`src/rtl/flag_branch_pkg.sv`:
```
package flag_branch_pkg;
  localparam int PSW_W = 16;
  localparam int BYTE_W = 8;
  localparam logic [PSW_W-1:0] RSV_KEEP = 16'hFFD7;
  localparam logic [PSW_W-1:0] RSV_ONE  = 16'h0002;
  localparam logic [PSW_W-1:0] PSW_RST  = RSV_ONE;

  localparam int CF_BIT = 0;
  localparam int PF_BIT = 2;
  localparam int ZF_BIT = 6;
  localparam int SF_BIT = 7;
  localparam int IF_BIT = 9;
  localparam int DF_BIT = 10;
  localparam int OF_BIT = 11;

  typedef enum logic [2:0] {
    CMD_NONE   = 3'd0,
    CMD_CLR_CF = 3'd1,
    CMD_SET_CF = 3'd2,
    CMD_CLR_IF = 3'd3,
    CMD_SET_IF = 3'd4,
    CMD_CLR_DF = 3'd5,
    CMD_SET_DF = 3'd6,
    CMD_RSVD   = 3'd7
  } flag_cmd_e;

  typedef struct packed {
    logic [PSW_W-1:0] set;
    logic [PSW_W-1:0] clr;
  } flag_mask_t;
endpackage

```
`src/rtl/fb_status_word.sv`:
```
module fb_status_word import flag_branch_pkg::*; (
  input  logic              clk_i,
  input  logic              rst_ni,
  input  logic              full_wr_i,
  input  logic [PSW_W-1:0]  full_data_i,
  input  logic              byte_ld_i,
  input  logic [BYTE_W-1:0] byte_data_i,
  input  logic [PSW_W-1:0]  set_i,
  input  logic [PSW_W-1:0]  clr_i,
  output logic [PSW_W-1:0]  flags_o
);
  logic [PSW_W-1:0] flags_q, raw, flags_d;

  always_comb begin
    raw = (flags_q & ~clr_i) | set_i;
    if (byte_ld_i) raw = {flags_q[PSW_W-1:BYTE_W], byte_data_i};
    if (full_wr_i) raw = full_data_i;
    flags_d = (raw & RSV_KEEP) | RSV_ONE;
  end

  always_ff @(posedge clk_i or negedge rst_ni) begin
    if (!rst_ni) flags_q <= PSW_RST;
    else         flags_q <= flags_d;
  end

  assign flags_o = flags_q;
endmodule

```
`src/rtl/fb_cond_eval.sv`:
```
module fb_cond_eval import flag_branch_pkg::*; (
  input  logic [PSW_W-1:0] flags_i,
  input  logic [3:0]       cond_i,
  output logic             taken_o
);
  logic cf, pf, zf, sf, of_f, lt, base;

  assign cf   = flags_i[CF_BIT];
  assign pf   = flags_i[PF_BIT];
  assign zf   = flags_i[ZF_BIT];
  assign sf   = flags_i[SF_BIT];
  assign of_f = flags_i[OF_BIT];
  assign lt   = sf ^ of_f;

  // even code tests the condition, odd code its negation
  always_comb begin
    unique case (cond_i[3:1])
      3'd0: base = of_f;
      3'd1: base = cf;
      3'd2: base = zf;
      3'd3: base = cf | zf;
      3'd4: base = sf;
      3'd5: base = pf;
      3'd6: base = lt;
      default: base = zf | lt;
    endcase
  end

  assign taken_o = base ^ cond_i[0];
endmodule

```
`src/rtl/fb_ip_step.sv`:
```
module fb_ip_step #(
  parameter int IP_W   = 16,
  parameter int DISP_W = 8
) (
  input  logic              clk_i,
  input  logic              rst_ni,
  input  logic              exec_i,
  input  logic              taken_i,
  input  logic [DISP_W-1:0] disp_i,
  input  logic [IP_W-1:0]   ip_i,
  output logic [IP_W-1:0]   ip_o
);
  localparam int EXT_W = IP_W - DISP_W;

  logic [IP_W-1:0] disp_ext, ip_q;

  generate
    if (EXT_W > 0) begin : g_ext
      assign disp_ext = {{EXT_W{disp_i[DISP_W-1]}}, disp_i};
    end else begin : g_trunc
      assign disp_ext = disp_i[IP_W-1:0];
    end
  endgenerate

  always_ff @(posedge clk_i or negedge rst_ni) begin
    if (!rst_ni)     ip_q <= '0;
    else if (exec_i) ip_q <= taken_i ? ip_i + disp_ext : ip_i;
  end

  assign ip_o = ip_q;
endmodule

```
`src/rtl/flag_branch_unit.sv`:
```
module flag_branch_unit import flag_branch_pkg::*; #(
  parameter int IP_W   = 16,
  parameter int DISP_W = 8
) (
  input  logic              clk_i,
  input  logic              rst_ni,
  input  logic              full_wr_i,
  input  logic [PSW_W-1:0]  full_data_i,
  input  logic              byte_ld_i,
  input  logic [BYTE_W-1:0] byte_data_i,
  input  logic [PSW_W-1:0]  alu_set_i,
  input  logic [PSW_W-1:0]  alu_clr_i,
  input  logic [2:0]        cmd_i,
  input  logic              br_exec_i,
  input  logic [3:0]        br_cond_i,
  input  logic [DISP_W-1:0] br_disp_i,
  input  logic [IP_W-1:0]   ip_i,
  output logic [PSW_W-1:0]  flags_o,
  output logic [BYTE_W-1:0] byte_o,
  output logic              taken_o,
  output logic [IP_W-1:0]   ip_o
);
  flag_mask_t cmd_m;

  always_comb begin
    cmd_m = '0;
    unique case (flag_cmd_e'(cmd_i))
      CMD_CLR_CF: cmd_m.clr[CF_BIT] = 1'b1;
      CMD_SET_CF: cmd_m.set[CF_BIT] = 1'b1;
      CMD_CLR_IF: cmd_m.clr[IF_BIT] = 1'b1;
      CMD_SET_IF: cmd_m.set[IF_BIT] = 1'b1;
      CMD_CLR_DF: cmd_m.clr[DF_BIT] = 1'b1;
      CMD_SET_DF: cmd_m.set[DF_BIT] = 1'b1;
      default: ;
    endcase
  end

  fb_status_word u_psw (
    .clk_i      (clk_i),
    .rst_ni     (rst_ni),
    .full_wr_i  (full_wr_i),
    .full_data_i(full_data_i),
    .byte_ld_i  (byte_ld_i),
    .byte_data_i(byte_data_i),
    .set_i      (alu_set_i | cmd_m.set),
    .clr_i      (alu_clr_i | cmd_m.clr),
    .flags_o    (flags_o)
  );

  fb_cond_eval u_cond (
    .flags_i(flags_o),
    .cond_i (br_cond_i),
    .taken_o(taken_o)
  );

  fb_ip_step #(.IP_W(IP_W), .DISP_W(DISP_W)) u_ip (
    .clk_i  (clk_i),
    .rst_ni (rst_ni),
    .exec_i (br_exec_i),
    .taken_i(taken_o),
    .disp_i (br_disp_i),
    .ip_i   (ip_i),
    .ip_o   (ip_o)
  );

  assign byte_o = flags_o[BYTE_W-1:0];
endmodule

```
`config.mk`:
```
export PLATFORM = sky130hd
export DESIGN_NAME = flag_branch_unit
export DESIGN_NICKNAME = d
export VERILOG_FILES = /design/src/rtl/flag_branch_pkg.sv /design/src/rtl/fb_status_word.sv /design/src/rtl/fb_cond_eval.sv /design/src/rtl/fb_ip_step.sv /design/src/rtl/flag_branch_unit.sv
export SDC_FILE = /design/constraint.sdc
export NUM_CORES = 1
export LEC_CHECK = 0
export CAP_MARGIN = 25
export CORE_MARGIN = 4
export CORE_UTILIZATION = 39
export DETAILED_ROUTE_END_ITERATION = 6
export GPL_TIMING_DRIVEN = 1
export PLACE_DENSITY = 0.86
export SLEW_MARGIN = 20
export SYNTH_ARGS = -nofsm -noshare
export SYNTH_HDL_FRONTEND = slang
export SYNTH_HIERARCHICAL = 1
export SYNTH_SLANG_ARGS = --single-unit
export TNS_END_PERCENT = 20
```
`constraint.sdc`:
```
create_clock -name clk_i -period 2.4 [get_ports clk_i]
set_input_delay 0.36 -clock clk_i [delete_from_list [all_inputs] [get_ports clk_i]]
set_output_delay 0.36 -clock clk_i [all_outputs]
set_load 0.02 [all_outputs]
```
==> Word level (Yosys, flattened, before mapping) <==
Cells that the tools add are included.
{ "word_totals": {"wordCells": 37, "out_inout_bits": 41, "ff_bits": 29, "input_bits": 92} }
{ "classes": {"muxes": 10, "reduce_logical": 1, "bitwise_logic": 9, "n_addsub": 1, "n_eq_ne": 13} }
{ "ops": {"columns": ["op", "n"], "rows": [
  ["$mux W16", 3],
  ["$or A16 B11 Y16", 2],
  ["$eq A3 B3 Y1 const B", 6],
  ["$add A16 B16 Y16", 1],
  ["$and A16 B16 Y16", 1],
  ["$not A16 Y16", 1],
  ["$or A16 B16 Y16", 1],
  ["$eq A3 B2 Y1 const B", 4],
  ["$pmux W1 S7", 1],
  ["$eq A3 B1 Y1 const B", 2],
  ["$mux W1", 6],
  ["$logic_not A3 Y1", 1],
  ["$ne A2 B2 Y1 const B", 1],
  ["$or A1 B1 Y1", 2],
  ["$xor A1 B1 Y1", 2]
]} }

==> Logic depth before layout (Yosys ltp) <==
Gate-level depths: netlist of the first run.
{ "depth": {"ltp_word": 8, "depth_mapped": 10} }

==> Cells and area by module <==
The synthesis of the first run kept the hierarchy.
{ "by_module_without_submodules": {"columns": ["module", "cells_per_inst", "seq_area_each_um2", "n_inst", "area_each_um2"], "rows": [
  ["fb_ip_step", 155, 400.4, 1, 1443.9],
  ["fb_status_word", 81, 325.3, 1, 753.2],
  ["flag_branch_unit", 18, 0.0, 1, 131.4],
  ["fb_cond_eval", 12, 0.0, 1, 81.3]
]} }

==> Worst setup path after synthesis of the first run <==
No wires, ideal clock.
{ "synth_timing": {"path_type": "in2reg", "startpoint": "input port br_cond_i[2]", "endpoint": "register u_ip.ip_q[1], in the netlist u_ip/ip_o[1]", "t_required_ns": 2.263, "setup_time_ns": 0.137, "arrival_ns": 2.305, "cell_stages": 8, "setup_slack_ns": -0.042, "path_buffers": 2, "cell_sequence": "or3_1 > o21ai_1 > a221oi_2 > xnor2_1 > buf_2 > buf_1 > mux2i_1 > a21oi_1"} }
{ "synth_via": {"elab_chain_cells": 4} }
{ "synth_rtl": {"columns": ["element", "line", "rtl"], "rows": [
  ["start: declaration", "flag_branch_unit.sv:15", "input logic [3:0] br_cond_i,"],
  ["$eq A3 B3 Y1, or another cell as far along", "fb_cond_eval.sv:17", "unique case (cond_i[3:1])"],
  ["$pmux W1 S7 *", "fb_cond_eval.sv:17", null],
  ["$xor A1 B1 Y1 *", "fb_cond_eval.sv:29", "assign taken_o = base ^ cond_i[0];"],
  ["via taken_o", "flag_branch_unit.sv:20", "output logic taken_o,"],
  ["$mux W16 *", "fb_ip_step.sv:27", "else if (exec_i) ip_q <= taken_i ? ip_i + disp_ext : ip_i;"],
  ["end signal: assignment", "fb_ip_step.sv:27", null],
  ["end: declaration", "fb_ip_step.sv:15", "logic [IP_W-1:0] disp_ext, ip_q;"]
]} }
Mark *: on every way through the listed nets, which the timed path passes. The rest lies on a longest branch.
A chain may end at the register's enable or synchronous reset.

==> Worst setup path in the final report of the first run <==
{ "layout_timing": {"startpoint": "input port br_disp_i[0]", "endpoint": "register u_ip.ip_q[14], in the netlist u_ip/ip_o[14]"} }
{ "layout_via": {"elab_chain_cells": 2} }
{ "layout_rtl": {"columns": ["element", "line", "rtl"], "rows": [
  ["start: declaration", "flag_branch_unit.sv:16", "input logic [DISP_W-1:0] br_disp_i,"],
  ["$add A16 B16 Y16", "fb_ip_step.sv:27", null],
  ["$mux W16", "fb_ip_step.sv:27", null]
]} }
No other way between the ends.

==> flow_summary.yaml, run 1 <==
outcome:
  status: "finished clean"
timing:
  worst_slew_pin_slew_ns: 0.6541
  slew_headroom_pct: 56.26
  period_share_pct: 97.56
  finalSetupViolations: 0
  clock_skew_ns: 0.006369
  fmax_mhz: 427.1
  hold_violations: 0
  fin_crit_ns: 2.341
  whs_ns: 0.4688
  slew_viol_final: 0
route:
  vias: 2406
  routed_wl_mm: 7.127
  drt-initial-drc-count: 94
  drtPass1Iterations: 5
  vias_per_cell: 5.108
  ant_nets: 0
  drc: 0
  routedWlPerCell_um: 15.13
critical_path:
  crit_arrival_ns: 2.46
  max_stage_delay_ns: 0.41
  r2r_start: "u_psw/flags_o[2]"
  critPathLaunchType: "primary input"
  cp_max_fo: 3
  worstSetupEndpointType: "flop"
  r2r_cells: 10
  cp.required_ns: 2.52
  critPathSlowestCell: "clkdlybuf4s50_1"
  crit_path_start: "br_disp_i[0]"
  crit_chain: "clkdlybuf4s50_1 > ha_2 > fa_2 > a21o_4 > a21boi_4 > o21ai_4 > a41oi_4 > o21ai_2 > xnor2_1 > o221ai_1"
  path_class: "primary input to flop"
global_routing:
  grt_pass1_vias: 2452
  track_usage_pct: 18.10
  grt_max_degree: 30
  grt_first_pass_wirelength_mm: 11.02
  grt_remaining_overflow: 0
  grt_antenna_before_repair: 0
clock_network:
  cts_tree: "yes"
  clk_pin_slew_ns: 0.08
  cts_root_buf: "clkbuf_8"
  clk_path_buf_depth: 2
  cts_made_buffers: 5
  h-tree-depth: 2
  clock_latency_ns: 0.28
  cts_sinks: 29
  ctsHoldBuffers: 0
die:
  rows: 28
  die_w_um: 86.61
  die_area_sq_mm: 0.007500
  die_h_um: 86.61
  core_area_sq_mm: 0.005956
  start_util_pct: 40.46
  ios: 133
synth:
  syn_avg_cell_area_sq_um: 9.059
  synth_area_leaders: "dfrtp_1 (30%), ha_1 (7.8%), a21oi_1 (6.0%)"
  postSynthCellCount: 266
  synth_edf_count: 0
  syn-cell-area_sq_mm: 0.002410
  synth_commonest_cells: "a21oi_1 (29), dfrtp_1 (29), nand2_1 (19), nor2_1 (19)"
  yosysTopAreaCell: "dfrtp_1"
  synth_cell_types: 51
  yosysWarnings: 6
  synth_seq_area_share_pct: 30.11
  synth-async-reset-ratio_pct: 100.0
  ys_ff_latch: 29
  yosysTopAreaCellShare_pct: 30.11
  synth_flop_cell: "dfrtp_1"
hold_path:
  whs_path_depth: 3
  hp-start: "ip_i[0]"
  worst_hold_path_type: "primary input to flop"
finish:
  layout-drive-gt1-share_pct: 17.17
  syn_to_final_growth_pct: 59.97
  num_antenna_cells: 0
  fin_nets: 503
place:
  place.detailed.hpwl_mm: 5.725
  gp_congestion: 0.8354
  port-buffer-count: 114
power_and_ir_drop:
  p_per_area_mw_per_mm2: 519.9
  cellLeakagePower_nw: 1.657
  p_total_mw: 2.004
  vdd_ir_drop_max_uv: 314.9
flow_run:
  drv_cap: 0
cell usage in the layout (no fill, tap or decap), drive strengths merged, types with 2 or more instances in the layout:
cell | synthesis | layout
a211oi | 2 | 2
a21o | 5 | 5
a21oi | 32 | 32
a221oi | 9 | 9
a31o | 2 | 2
a31oi | 2 | 2
buf | 17 | 28
clkbuf | 4 | 5
clkdlybuf4s50 | 0 | 108
clkinvlp | 0 | 3
conb | 2 | 3
dfrtp | 29 | 29
dlygate4sd2 | 0 | 2
dlymetal6s2s | 0 | 4
ha | 15 | 15
inv | 17 | 17
mux2 | 3 | 3
mux2i | 11 | 11
nand2 | 19 | 19
nand2b | 11 | 11
nand3b | 5 | 5
nand4 | 2 | 2
nor2 | 19 | 19
nor2b | 6 | 6
nor3 | 5 | 5
o211ai | 4 | 4
o21ai | 7 | 7
o21bai | 5 | 5
o221ai | 4 | 4
o31ai | 6 | 6
xnor2 | 10 | 10
xor2 | 4 | 4
power breakdown:
group,internal (mW),switching (mW),total [mW]
sequential,0.570,0.0510,0.621
combinational,0.515,0.455,0.971
clock,0.203,0.209,0.413
kinds of logic (layout without fill, tap and decap cells):
family / count (synthesis) / count (layout) / synth area share, %
xor gates and xnor gates: 14 / 14 / 5.088
AOI/OAI and AO/OA: 82 / 82 / 26.69
other: 2 / 3 / 0.3116
muxes: 14 / 14 / 5.971
buffers and inverters: 38 / 167 / 8.515
and+or+nand+nor: 71 / 71 / 14.69
DFF: 29 / 29 / 30.11
adders and majority gates: 16 / 16 / 8.619
worst paths after layout:
kind                                      to  slack (ns)
max                            u_ip/ip_o[14]        0.06
min                             u_ip/ip_o[0]        0.47
max reg2reg                    u_ip/ip_o[15]        0.16
min reg2reg                    u_ip/ip_o[15]        0.51
max in group asynchronous   u_psw/flags_o[7]        1.61
min in group asynchronous  u_psw/flags_o[10]        0.48
routing by layer:
layer / track usage (%) / up-vias / share of wire, %
li1: - / 1201 / -
met1: 21.53 / 1126 / 40
met2: 32.96 / 67 / 55
met3: 2.947 / 12 / 3.9
met4: 5.807 / 0 / 1.5
met5: 0 / - / 0
state kept, by name, summed over array words and instances, names as in the netlist:
register	cells
u_ip/ip_o	16
u_psw/flags_o	13
worst max-delay path, delay by kind of cell:
family                   cells  cell delay (ns)
AO/OA/AOI/OAI                6             0.94
XOR/XNOR                     1             0.15
adder cells (fa/ha/maj)      2             0.59
buffers and inverters        1             0.41
stage by stage:
stage	TNS, ns	std cells	area [sq um]	util, %	worst slack, ns
floorplan	0	267	2421	-	0.1341
global placement	-2.106	461	3710	62.29	-0.3424
detailed placement	-2.778	461	3710	62.29	-0.3973
CTS	-0.01675	469	3805	63.89	-0.01675
global route	-0.01639	471	3855	64.73	-0.01639
finish	0	471	3855	64.73	0.05851
layout make-up:
cell class,instances,area (sq um)
Clock inverter,3,22.52
Tap cell,75,93.84
Multi-Input combinational cell,200,1516
Fill cell,507,2101
Clock buffer,5,68.82
Timing Repair Buffer,142,1363
Inverter,17,63.81
Sequential cell,29,726.9
timing repair:
| action | in CTS | in global routing |
|---|---|---|
| pin swaps | 2 | 11 |
| gates cloned | 0 | 0 |
| resized for setup | 4 | 10 |
| buffers inserted | 0 | 2 |
| setup endpoints to repair | 5 | 8 |
(Power assumes the default switching activity.)
==> run 2, diff against run 1 <==
MAX_ROUTING_LAYER = met4   (was not set)
==> run 2 against run 1 <==
Flip-flop and latch count did not move. Highest routed layer unchanged. Sequential power barely moved. Die area did not move. Clock skew barely moved. Worst setup slack improved by 0.0013 ns.
==> flow_summary.yaml, run 2 (synthesized netlist as in run 1, its figures left out) <==
global_routing:
  grt_remaining_overflow: 0
  grt_first_pass_wirelength_mm: 11.03
  grt_pass1_vias: 2448
  grt_max_degree: 30
  grt_antenna_before_repair: 0
  track_usage_pct: 18.65
clock_network:
  cts_made_buffers: 5
  clk_pin_slew_ns: 0.08
  h-tree-depth: 2
  clock_latency_ns: 0.28
  clk_path_buf_depth: 2
  cts_sinks: 29
  cts_root_buf: "clkbuf_8"
  cts_tree: "yes"
timing:
  slew_headroom_pct: 55.64
  slew_viol_final: 0
  fin_setup_tns_ns: 0
  period_share_pct: 97.51
  finalSetupViolations: 0
  fin_crit_ns: 2.340
  final.setup.worst_slack_ns: 0.05981
  hold_violations: 0
  fmax_mhz: 427.3
  worst_slew_pin_slew_ns: 0.6634
  whs_ns: 0.4691
  clock_skew_ns: 0.006175
die:
  die_w_um: 86.61
  die_area_sq_mm: 0.007500
  core_area_sq_mm: 0.005956
  die_h_um: 86.61
  ios: 133
  rows: 28
  start_util_pct: 40.46
place:
  gp_congestion: 0.8483
  dp_cells: 461
  pre_cts_ws_ns: -0.3973
  place.detailed.hpwl_mm: 5.725
  placed_area_sq_mm: 0.003710
  port-buffer-count: 114
finish:
  final_cell_mix: "clkdlybuf4s50_1 (108), a21oi_1 (29), dfrtp_1 (28)"
  multi_input_area_sq_mm: 0.001516
  fin_nets: 503
  final_area_sq_mm: 0.003855
  final_util_pct: 64.73
  layout-drive-gt1-share_pct: 17.17
  fin_cells: 471
  fillers: 507
  final_common_cell: "clkdlybuf4s50_1"
  largest_reg_flops: 16
  seq_area_sq_um: 726.9
  syn_to_final_growth_pct: 59.97
  num_antenna_cells: 0
flow_run:
  drv_cap: 0
critical_path:
  worstSetupEndpointType: "flop"
  cp_max_fo: 3
  cp.required_ns: 2.52
  critPathBufInv: 1
  crit_arrival_ns: 2.46
  critical_path.top_delay_family: "compound AO/OA/AOI/OAI gates"
  critPathLaunchType: "primary input"
  path_class: "primary input to flop"
  critPathSlowestCell: "clkdlybuf4s50_1"
  max_stage_delay_ns: 0.41
  crit_chain: "clkdlybuf4s50_1 > ha_2 > fa_2 > a21o_4 > a21boi_4 > o21ai_4 > a41oi_4 > o21ai_2 > xnor2_1 > o221ai_1"
route:
  routedWlPerCell_um: 15.12
  routed_wl_mm: 7.123
  ant_nets: 0
  vias: 2403
  vias_per_cell: 5.102
  drc: 0
  drt-initial-drc-count: 86
  drtPass1Iterations: 4
power_and_ir_drop:
  p_total_mw: 2.004
  p_per_area_mw_per_mm2: 519.8
  cellLeakagePower_nw: 1.657
  vdd_ir_drop_max_uv: 314.9
hold_path:
  worst_hold_path_type: "primary input to flop"
outcome:
  status: "finished clean"
-- run 2: cell counts in the layout (fill, tap and decap cells not counted) --
Identical to the previous run, type by type.
-- run 2: per-layer routing --
| layer | vias up | GRT usage, % | share of wire, % |
|---|---|---|---|
| li1 | 1199 | - | - |
| met1 | 1128 | 21.71 | 39 |
| met2 | 66 | 32.89 | 55 |
| met3 | 10 | 2.852 | 4.1 |
| met4 | 0 | 5.807 | 1.4 |
| met5 | - | - | 0 |
-- run 2: what timing repair did --
item,4_1_cts,5_1_grt
setup endpoints to repair,5,8
pin swaps,2,11
resized for setup,4,10
hold buffers,0,0
buffers inserted,0,2
gates cloned,0,0
-- run 2: layout make-up --
class	instances	area share (%)
Tap cell	75	2.434
Clock inverter	3	0.5842
Timing Repair Buffer	142	35.35
Sequential cell	29	18.86
Inverter	17	1.655
Clock buffer	5	1.785
Multi-Input combinational cell	200	39.34
-- run 2: worst register-to-register path, stage by stage (launching register included) --
cell and delay, ns:
dfrtp_1 0.43, mux2i_1 0.14, o21ai_0 0.11, a221oi_2 0.32, xnor2_2 0.19, nand2_1 0.08, a211o_1 0.26, a31o_1 0.19
o211ai_2 0.06, xor2_1 0.08, mux2_2 0.26
-- run 2: final timing paths --
kind,startpoint,endpoint,slack (ns),cells past startpoint
worst min register to register,u_ip/ip_o[15],u_ip/ip_o[15],0.51,1
max in group asynchronous,rst_ni,u_psw/flags_o[7],1.61,2
worst max register to register,u_psw/flags_o[2],u_ip/ip_o[15],0.16,10
worst max-delay path,br_disp_i[0],u_ip/ip_o[14],0.06,10
min in group asynchronous,rst_ni,u_psw/flags_o[10],0.48,2
worst min-delay path,ip_i[0],u_ip/ip_o[0],0.47,3
-- run 2: power breakdown --
group	switching (mW)	total, mW	internal (mW)
logic	0.455	0.970	0.515
registers	0.0511	0.621	0.570
clock network	0.210	0.413	0.203
total	0.715	2.00	1.29
